--- config.mk ---
export PLATFORM = sky130hd
export DESIGN_NAME = jtag_char_bridge
export DESIGN_NICKNAME = d
export VERILOG_FILES = /design/src/rtl/jcb_pkg.sv /design/src/rtl/jcb_decode.sv /design/src/rtl/jcb_pins.sv /design/src/rtl/jcb_resp.sv /design/src/rtl/jtag_char_bridge.sv
export SDC_FILE = /design/constraint.sdc
export NUM_CORES = 1
export LEC_CHECK = 0
export BUFFER_PORTS_ARGS = -buffer_cell sky130_fd_sc_hd__buf_2
export CORE_AREA = 3 3 40 42
export CTS_CLUSTER_SIZE = 28
export DETAILED_ROUTE_END_ITERATION = 12
export DIE_AREA = 0 0 43 45
export PLACE_DENSITY = 0.6
export SLEW_MARGIN = 5
export SYNTH_ARGS = -nofsm -noshare
export SYNTH_HDL_FRONTEND = slang
export SYNTH_HIERARCHICAL = 1
export SYNTH_SLANG_ARGS = --single-unit
--- constraint.sdc ---
create_clock -name clk -period 2 [get_ports clk]
set_input_delay 0.4 -clock clk [delete_from_list [all_inputs] [get_ports clk]]
set_output_delay 0.4 -clock clk [all_outputs]
set_load 0.05 [all_outputs]
--- src/rtl/jcb_pkg.sv ---
package jcb_pkg;
  localparam int BYTE_W = 8;
  localparam int NPINS  = 3; // tck, tms, tdi

  localparam logic [BYTE_W-1:0] ASCII_ZERO   = 8'h30;
  localparam logic [BYTE_W-1:0] CH_REL_A     = 8'h72;
  localparam logic [BYTE_W-1:0] CH_REL_B     = 8'h73;
  localparam logic [BYTE_W-1:0] CH_HOLD_A    = 8'h74;
  localparam logic [BYTE_W-1:0] CH_HOLD_B    = 8'h75;
  localparam logic [BYTE_W-1:0] CH_SAMPLE    = 8'h52;

  typedef enum logic [2:0] {
    OP_NONE,
    OP_PINS,
    OP_RST_ON,
    OP_RST_OFF,
    OP_READ
  } op_e;

  function automatic op_e classify(input logic [BYTE_W-1:0] c);
    op_e r;
    if (c[BYTE_W-1:NPINS] == ASCII_ZERO[BYTE_W-1:NPINS]) r = OP_PINS;
    else if (c == CH_REL_A || c == CH_REL_B) r = OP_RST_OFF;
    else if (c == CH_HOLD_A || c == CH_HOLD_B) r = OP_RST_ON;
    else if (c == CH_SAMPLE) r = OP_READ;
    else r = OP_NONE;
    return r;
  endfunction
endpackage

--- src/rtl/jcb_decode.sv ---
module jcb_decode
  import jcb_pkg::*;
#(
  parameter int W = BYTE_W,
  parameter int P = NPINS
) (
  input  logic         clk,
  input  logic         rst_n,
  input  logic         accept,
  input  logic [W-1:0] cmd,
  output logic         pins_stb,
  output logic [P-1:0] pins_val,
  output logic         rst_on_stb,
  output logic         rst_off_stb,
  output logic         read_stb
);
  op_e op;

  always_comb begin
    op          = classify(cmd);
    pins_stb    = accept && (op == OP_PINS);
    rst_on_stb  = accept && (op == OP_RST_ON);
    rst_off_stb = accept && (op == OP_RST_OFF);
    read_stb    = accept && (op == OP_READ);
    pins_val    = cmd[P-1:0];
  end

  // at most one action per accepted byte; none without an accept.
  assert_one_action_R6: assert property (@(posedge clk) disable iff (!rst_n)
    $onehot0({pins_stb, rst_on_stb, rst_off_stb, read_stb}));
  assert_idle_quiet_R10: assert property (@(posedge clk) disable iff (!rst_n)
    !accept |-> !(pins_stb || rst_on_stb || rst_off_stb || read_stb));
endmodule

--- src/rtl/jcb_pins.sv ---
module jcb_pins
  import jcb_pkg::*;
#(
  parameter int           P           = NPINS,
  parameter logic [P-1:0] RESET_PINS  = 3'b010,
  parameter logic         RESET_TRSTN = 1'b1
) (
  input  logic         clk,
  input  logic         rst_n,
  input  logic         pins_stb,
  input  logic [P-1:0] pins_val,
  input  logic         rst_on_stb,
  input  logic         rst_off_stb,
  output logic [P-1:0] pins_q,
  output logic         trst_n_q
);
  for (genvar i = 0; i < P; i++) begin : g_pin
    always_ff @(posedge clk or negedge rst_n) begin
      if (!rst_n)        pins_q[i] <= RESET_PINS[i];
      else if (pins_stb) pins_q[i] <= pins_val[i];
    end
  end

  always_ff @(posedge clk or negedge rst_n) begin
    if (!rst_n)           trst_n_q <= RESET_TRSTN;
    else if (rst_on_stb)  trst_n_q <= 1'b0;
    else if (rst_off_stb) trst_n_q <= 1'b1;
  end

  assert_pins_load_R2: assert property (@(posedge clk) disable iff (!rst_n)
    pins_stb |=> (pins_q == $past(pins_val)) && $stable(trst_n_q));
  assert_trst_low_R4: assert property (@(posedge clk) disable iff (!rst_n)
    rst_on_stb |=> !trst_n_q && $stable(pins_q));
  assert_trst_high_R3: assert property (@(posedge clk) disable iff (!rst_n)
    rst_off_stb |=> trst_n_q && $stable(pins_q));
  assert_hold_R10: assert property (@(posedge clk) disable iff (!rst_n)
    !(pins_stb || rst_on_stb || rst_off_stb) |=> $stable({pins_q, trst_n_q}));
endmodule

--- src/rtl/jcb_resp.sv ---
module jcb_resp
  import jcb_pkg::*;
#(
  parameter int W = BYTE_W
) (
  input  logic         clk,
  input  logic         rst_n,
  input  logic         load,
  input  logic         sample,
  input  logic         out_ready,
  output logic         out_valid,
  output logic [W-1:0] out_data,
  output logic         space
);
  logic pop;

  assign pop   = out_valid && out_ready;
  assign space = !out_valid || out_ready;

  always_ff @(posedge clk or negedge rst_n) begin
    if (!rst_n) begin
      out_valid <= 1'b0;
      out_data  <= ASCII_ZERO;
    end else if (load) begin
      out_valid <= 1'b1;
      out_data  <= ASCII_ZERO | {{(W-1){1'b0}}, sample};
    end else if (pop) begin
      out_valid <= 1'b0;
    end
  end

  assert_hold_R7: assert property (@(posedge clk) disable iff (!rst_n)
    (out_valid && !out_ready) |=> out_valid && $stable(out_data));
  assert_resp_R5: assert property (@(posedge clk) disable iff (!rst_n)
    load |=> out_valid && (out_data[W-1:1] == ASCII_ZERO[W-1:1]) && (out_data[0] == $past(sample)));
  assert_no_overflow_R8: assert property (@(posedge clk) disable iff (!rst_n)
    load |-> space);
  assert_swap_R9: assert property (@(posedge clk) disable iff (!rst_n)
    (load && pop) |=> out_valid);
endmodule

--- src/rtl/jtag_char_bridge.sv ---
module jtag_char_bridge
  import jcb_pkg::*;
(
  input  logic       clk,
  input  logic       rst_n,
  input  logic       in_valid,
  output logic       in_ready,
  input  logic [7:0] in_data,
  output logic       out_valid,
  input  logic       out_ready,
  output logic [7:0] out_data,
  input  logic       tdo,
  output logic       tck,
  output logic       tms,
  output logic       tdi,
  output logic       trst_n
);
  logic             accept;
  logic             pins_stb, rst_on_stb, rst_off_stb, read_stb;
  logic [NPINS-1:0] pins_val, pins_q;

  assign accept = in_valid && in_ready;

  jcb_decode #(.W(BYTE_W), .P(NPINS)) u_dec (
    .clk(clk), .rst_n(rst_n), .accept(accept), .cmd(in_data),
    .pins_stb(pins_stb), .pins_val(pins_val),
    .rst_on_stb(rst_on_stb), .rst_off_stb(rst_off_stb), .read_stb(read_stb)
  );

  jcb_pins #(.P(NPINS), .RESET_PINS(3'b010), .RESET_TRSTN(1'b1)) u_pins (
    .clk(clk), .rst_n(rst_n), .pins_stb(pins_stb), .pins_val(pins_val),
    .rst_on_stb(rst_on_stb), .rst_off_stb(rst_off_stb),
    .pins_q(pins_q), .trst_n_q(trst_n)
  );

  jcb_resp #(.W(BYTE_W)) u_resp (
    .clk(clk), .rst_n(rst_n), .load(read_stb), .sample(tdo),
    .out_ready(out_ready), .out_valid(out_valid), .out_data(out_data),
    .space(in_ready)
  );

  assign tck = pins_q[2];
  assign tms = pins_q[1];
  assign tdi = pins_q[0];

  assert_stall_R8: assert property (@(posedge clk) disable iff (!rst_n)
    (in_valid && !in_ready) |=> $stable({tck, tms, tdi, trst_n}));
endmodule

==> impl_metrics.py <==
metrics = {
    "placement": {
        "placement.io_buffers": 19,
        "globalplace.congestion": 0.655,
        "hpwl_um": 645,
        "placedInstanceArea_um2": 443,
    },
    "drt": {
        "drt_drc_violations_left": 0,
        "routed_via_density": 4.19,
        "dr.first_iter.drc_count": 7,
        "detail_route.first_pass.iterations": 4,
        "wire_per_inst_um": 10.4,
        "dr_total_vias": 289,
        "drt_wl_total_um": 716,
        "drt.antenna.violating_nets": 0,
    },
    "floorplanning": {
        "initial_core_util_pct": 29.8,
        "ios": 27,
        "fp.coreArea_mm2": 0.00128,
        "rows": 13,
        "die-area_mm2": 0.00194,
        "floorplan.die.width_um": 43,
        "die_height_um": 45,
    },
    "clock_network": {
        "cts_tree": "built",
        "cts_inserted_buffers": 3,
        "cts.sink_count": 6,
        "htreeDepth": 1,
        "cts_repair_resize_count": 0,
        "clkSlewWorstSetupHoldPaths_ps": 40,
        "worstSkewPairLatency_ps": 240,
        "clk_root_buffer_cell": "sky130_fd_sc_hd__clkbuf_4",
        "clk_path_buf_depth": 2,
    },
    "min_path": {
        "hp-class": "in2reg",
        "min-delay-start": "tdo",
    },
    "pwr": {
        "power_leakage_uw": 0.000243,
        "power_density_mw_per_mm2": 834,
        "max-vdd-ir-drop_mv": 0.327,
        "design_power_total_uw": 396,
    },
    "logic_synthesis": {
        "synth_simple_gate_area_share_pct": 22.2,
        "synth_top_family_by_area": "simple AND/OR/NAND/NOR gates",
        "area_fraction_in_compound_gates_after_synthesis_pct": 2.61,
        "synthesis.instances": 36,
        "post_synth_num_cell_types": 17,
        "average_instance_area_after_synthesis_um2": 10.6,
        "synth.mux.area_fraction_pct": 12.7,
        "ys_warn_count": 6,
        "yosys-top-cells-area": "sky130_fd_sc_hd__dfrtp_1 (26%), sky130_fd_sc_hd__buf_4 (20%), sky130_fd_sc_hd__dfstp_2 (14%)",
        "synth_seq_cells": 6,
        "yosysSeqAreaShare_pct": 39.9,
        "synthesized_area_fraction_occupied_by_adder_cells_pct": 0,
        "synth_top_area_share_pct": 26.1,
        "synth_xor_area_share_pct": 0,
        "synth_area_um2": 383,
        "post-synth-top-area-cell": "sky130_fd_sc_hd__dfrtp_1",
    },
    "cells_and_area": {
        "n_fill_cell": 131,
        "layout-drive-gt1-share_pct": 59.3,
        "count_of_nets_after_finishing": 69,
        "area_growth_syn_to_layout_pct": 24.2,
        "fin_area_um2": 475,
        "n_antenna_cell": 0,
    },
    "worst_setup_path": {
        "arrival_ps": 1660,
        "cp_slowest_cell": "sky130_fd_sc_hd__dfrtp_1",
        "cp_data_required_time_ps": 2120,
        "crit_chain": "nand2b_2 -> and2_1 -> nand2b_1 -> nor3_1 -> mux2_2",
        "criticalPathCategory": "reg2reg",
        "critPathLaunchType": "flop",
        "timing.critical_path.to_type": "flop",
        "timing.critical_path.fanout_max": 4,
        "longest_individual_stage_delay_on_the_worst_path_ps": 380,
        "startpoint": "u_resp/out_valid$_DFFE_PN0P_",
        "r2r-start": "u_resp/out_valid$_DFFE_PN0P_",
    },
    "global_route": {
        "grt-ovfl-total": 0,
        "via_count_of_the_first_global_routing_pass": 293,
        "globalRouteTotalUtil_pct": 9.72,
        "grt_start_max_net_pins": 7,
        "grt_antenna_before_repair": 0,
        "wire_length_of_the_first_global_routing_pass_mm": 1.30,
    },
    "run_status": {
        "status": "completed",
    },
    "timing": {
        "setup_repair_after_global_routing_missed_its_margin": "false",
        "final_period_minus_worst_setup_slack_ps": 1540,
        "setup_violations": 0,
        "layout_worst_path_cycle_share_pct": 77.1,
        "worst_clock_skew_ps": 2.54,
        "fmaxAchievable_mhz": 649,
        "report.final.hold_viol_count": 0,
        "fin_hold_ws_ps": 402,
        "fin_tns_setup_ps": 0,
        "slew_violations": 0,
    },
    "flow_run": {
        "drv_cap": 0,
    },
}
[registers in the layout (all words and copies together), names as in the netlist]
signal and count:
u_resp/out_valid 1, u_pins/pins_q 3, u_resp/out_data 1, u_pins/trst_n_q 1
[path summary, 6_finish.rpt]
path	endpoint	slack, ps	cells past startpoint
setup / recovery	u_pins/pins_q[2]$_DFFE_PN0P_	460	5
hold / removal	u_resp/out_data[0]$_DFFE_PN0P_	400	2
setup reg to reg	u_pins/pins_q[2]$_DFFE_PN0P_	460	5
hold reg to reg	u_resp/out_data[0]$_DFFE_PN0P_	510	1
max in group asynchronous	u_pins/trst_n_q$_DFFE_PN1P_	1270	2
min in group asynchronous	u_pins/pins_q[2]$_DFFE_PN0P_	520	2
[cells in the mapped netlist, drive strengths merged]
cell,number
conb,2
dfrtp,4
o21ba,1
nand2,1
and2,1
nor3,1
dfstp,2
nand3b,1
nor4,3
buf,10
mux2,4
or4b,1
inv,1
nand2b,4
[power breakdown]
group / internal [uW] / switching (uW) / total, uW / leakage (uW)
combinational: 35.9 / 106 / 142 / 0.000155
clock: 67.4 / 36.9 / 104 / 0.0000138
sequential: 142 / 7.58 / 150 / 0.0000742
[logic make-up (layout without fill, tap and decap cells)]
kind of cell | after synthesis | after routing
flip-flops | 6 | 6
AND/OR/NAND/NOR | 12 | 12
AO/OA/AOI/OAI | 1 | 1
buffers and inverters | 11 | 24
other | 2 | 7
multiplexers | 4 | 4
[through the flow]
stage | setup WS [ps] | cells | util (%)
2_1_floorplan | 66.1 | 41 | -
3_3_place_gp | 301 | 65 | 34.5
3_5_place_dp | 277 | 65 | 34.5
4_1_cts | 431 | 69 | 37.0
5_1_grt | 362 | 69 | 37.0
6_report | 459 | 69 | 37.0
[worst max-delay path, delay by kind of cell, from the launching register on]
kind | cells | cell delay (ps)
flops | 1 | 380
mux | 1 | 380
simple gates | 4 | 660
[final cells by class]
| class | count | area [um^2] | share of cell area [%] |
|---|---|---|---|
| well taps | 15 | 18.8 | 3.95 |
| clock buffers | 3 | 22.5 | 4.74 |
| inverters | 1 | 3.75 | 0.789 |
| repair buffers | 20 | 105 | 22.1 |
| flip-flops and latches | 6 | 153 | 32.1 |
| multi-input cells | 24 | 173 | 36.3 |
[metal layers]
layer  vias up  GRT usage [%]  wire, um
li1        144              -         -
met1       130           10.6       282
met2        13           14.1       346
met3         2           4.38        77
met4         0           9.04         9
met5         -              0         0
[repair_timing]
item / in CTS / in global routing
hold buffers: 1 / 0
buffers inserted: 0 / 0
endpoints found under the hold margin: 4 / 0
[cells in the final DEF, fill, tap and decap left out, types with 2 or more instances in the layout]
master | Yosys | routed
sky130_fd_sc_hd__mux2_2 | 3 | 3
sky130_fd_sc_hd__conb_1 | 2 | 7
sky130_fd_sc_hd__clkbuf_4 | 0 | 3
sky130_fd_sc_hd__dfstp_2 | 2 | 2
sky130_fd_sc_hd__nor4_1 | 2 | 2
sky130_fd_sc_hd__nand2b_2 | 1 | 2
sky130_fd_sc_hd__nand2b_1 | 3 | 2
sky130_fd_sc_hd__dfrtp_1 | 4 | 4
sky130_fd_sc_hd__buf_2 | 0 | 19
Power figures use the tool's default switching activity.
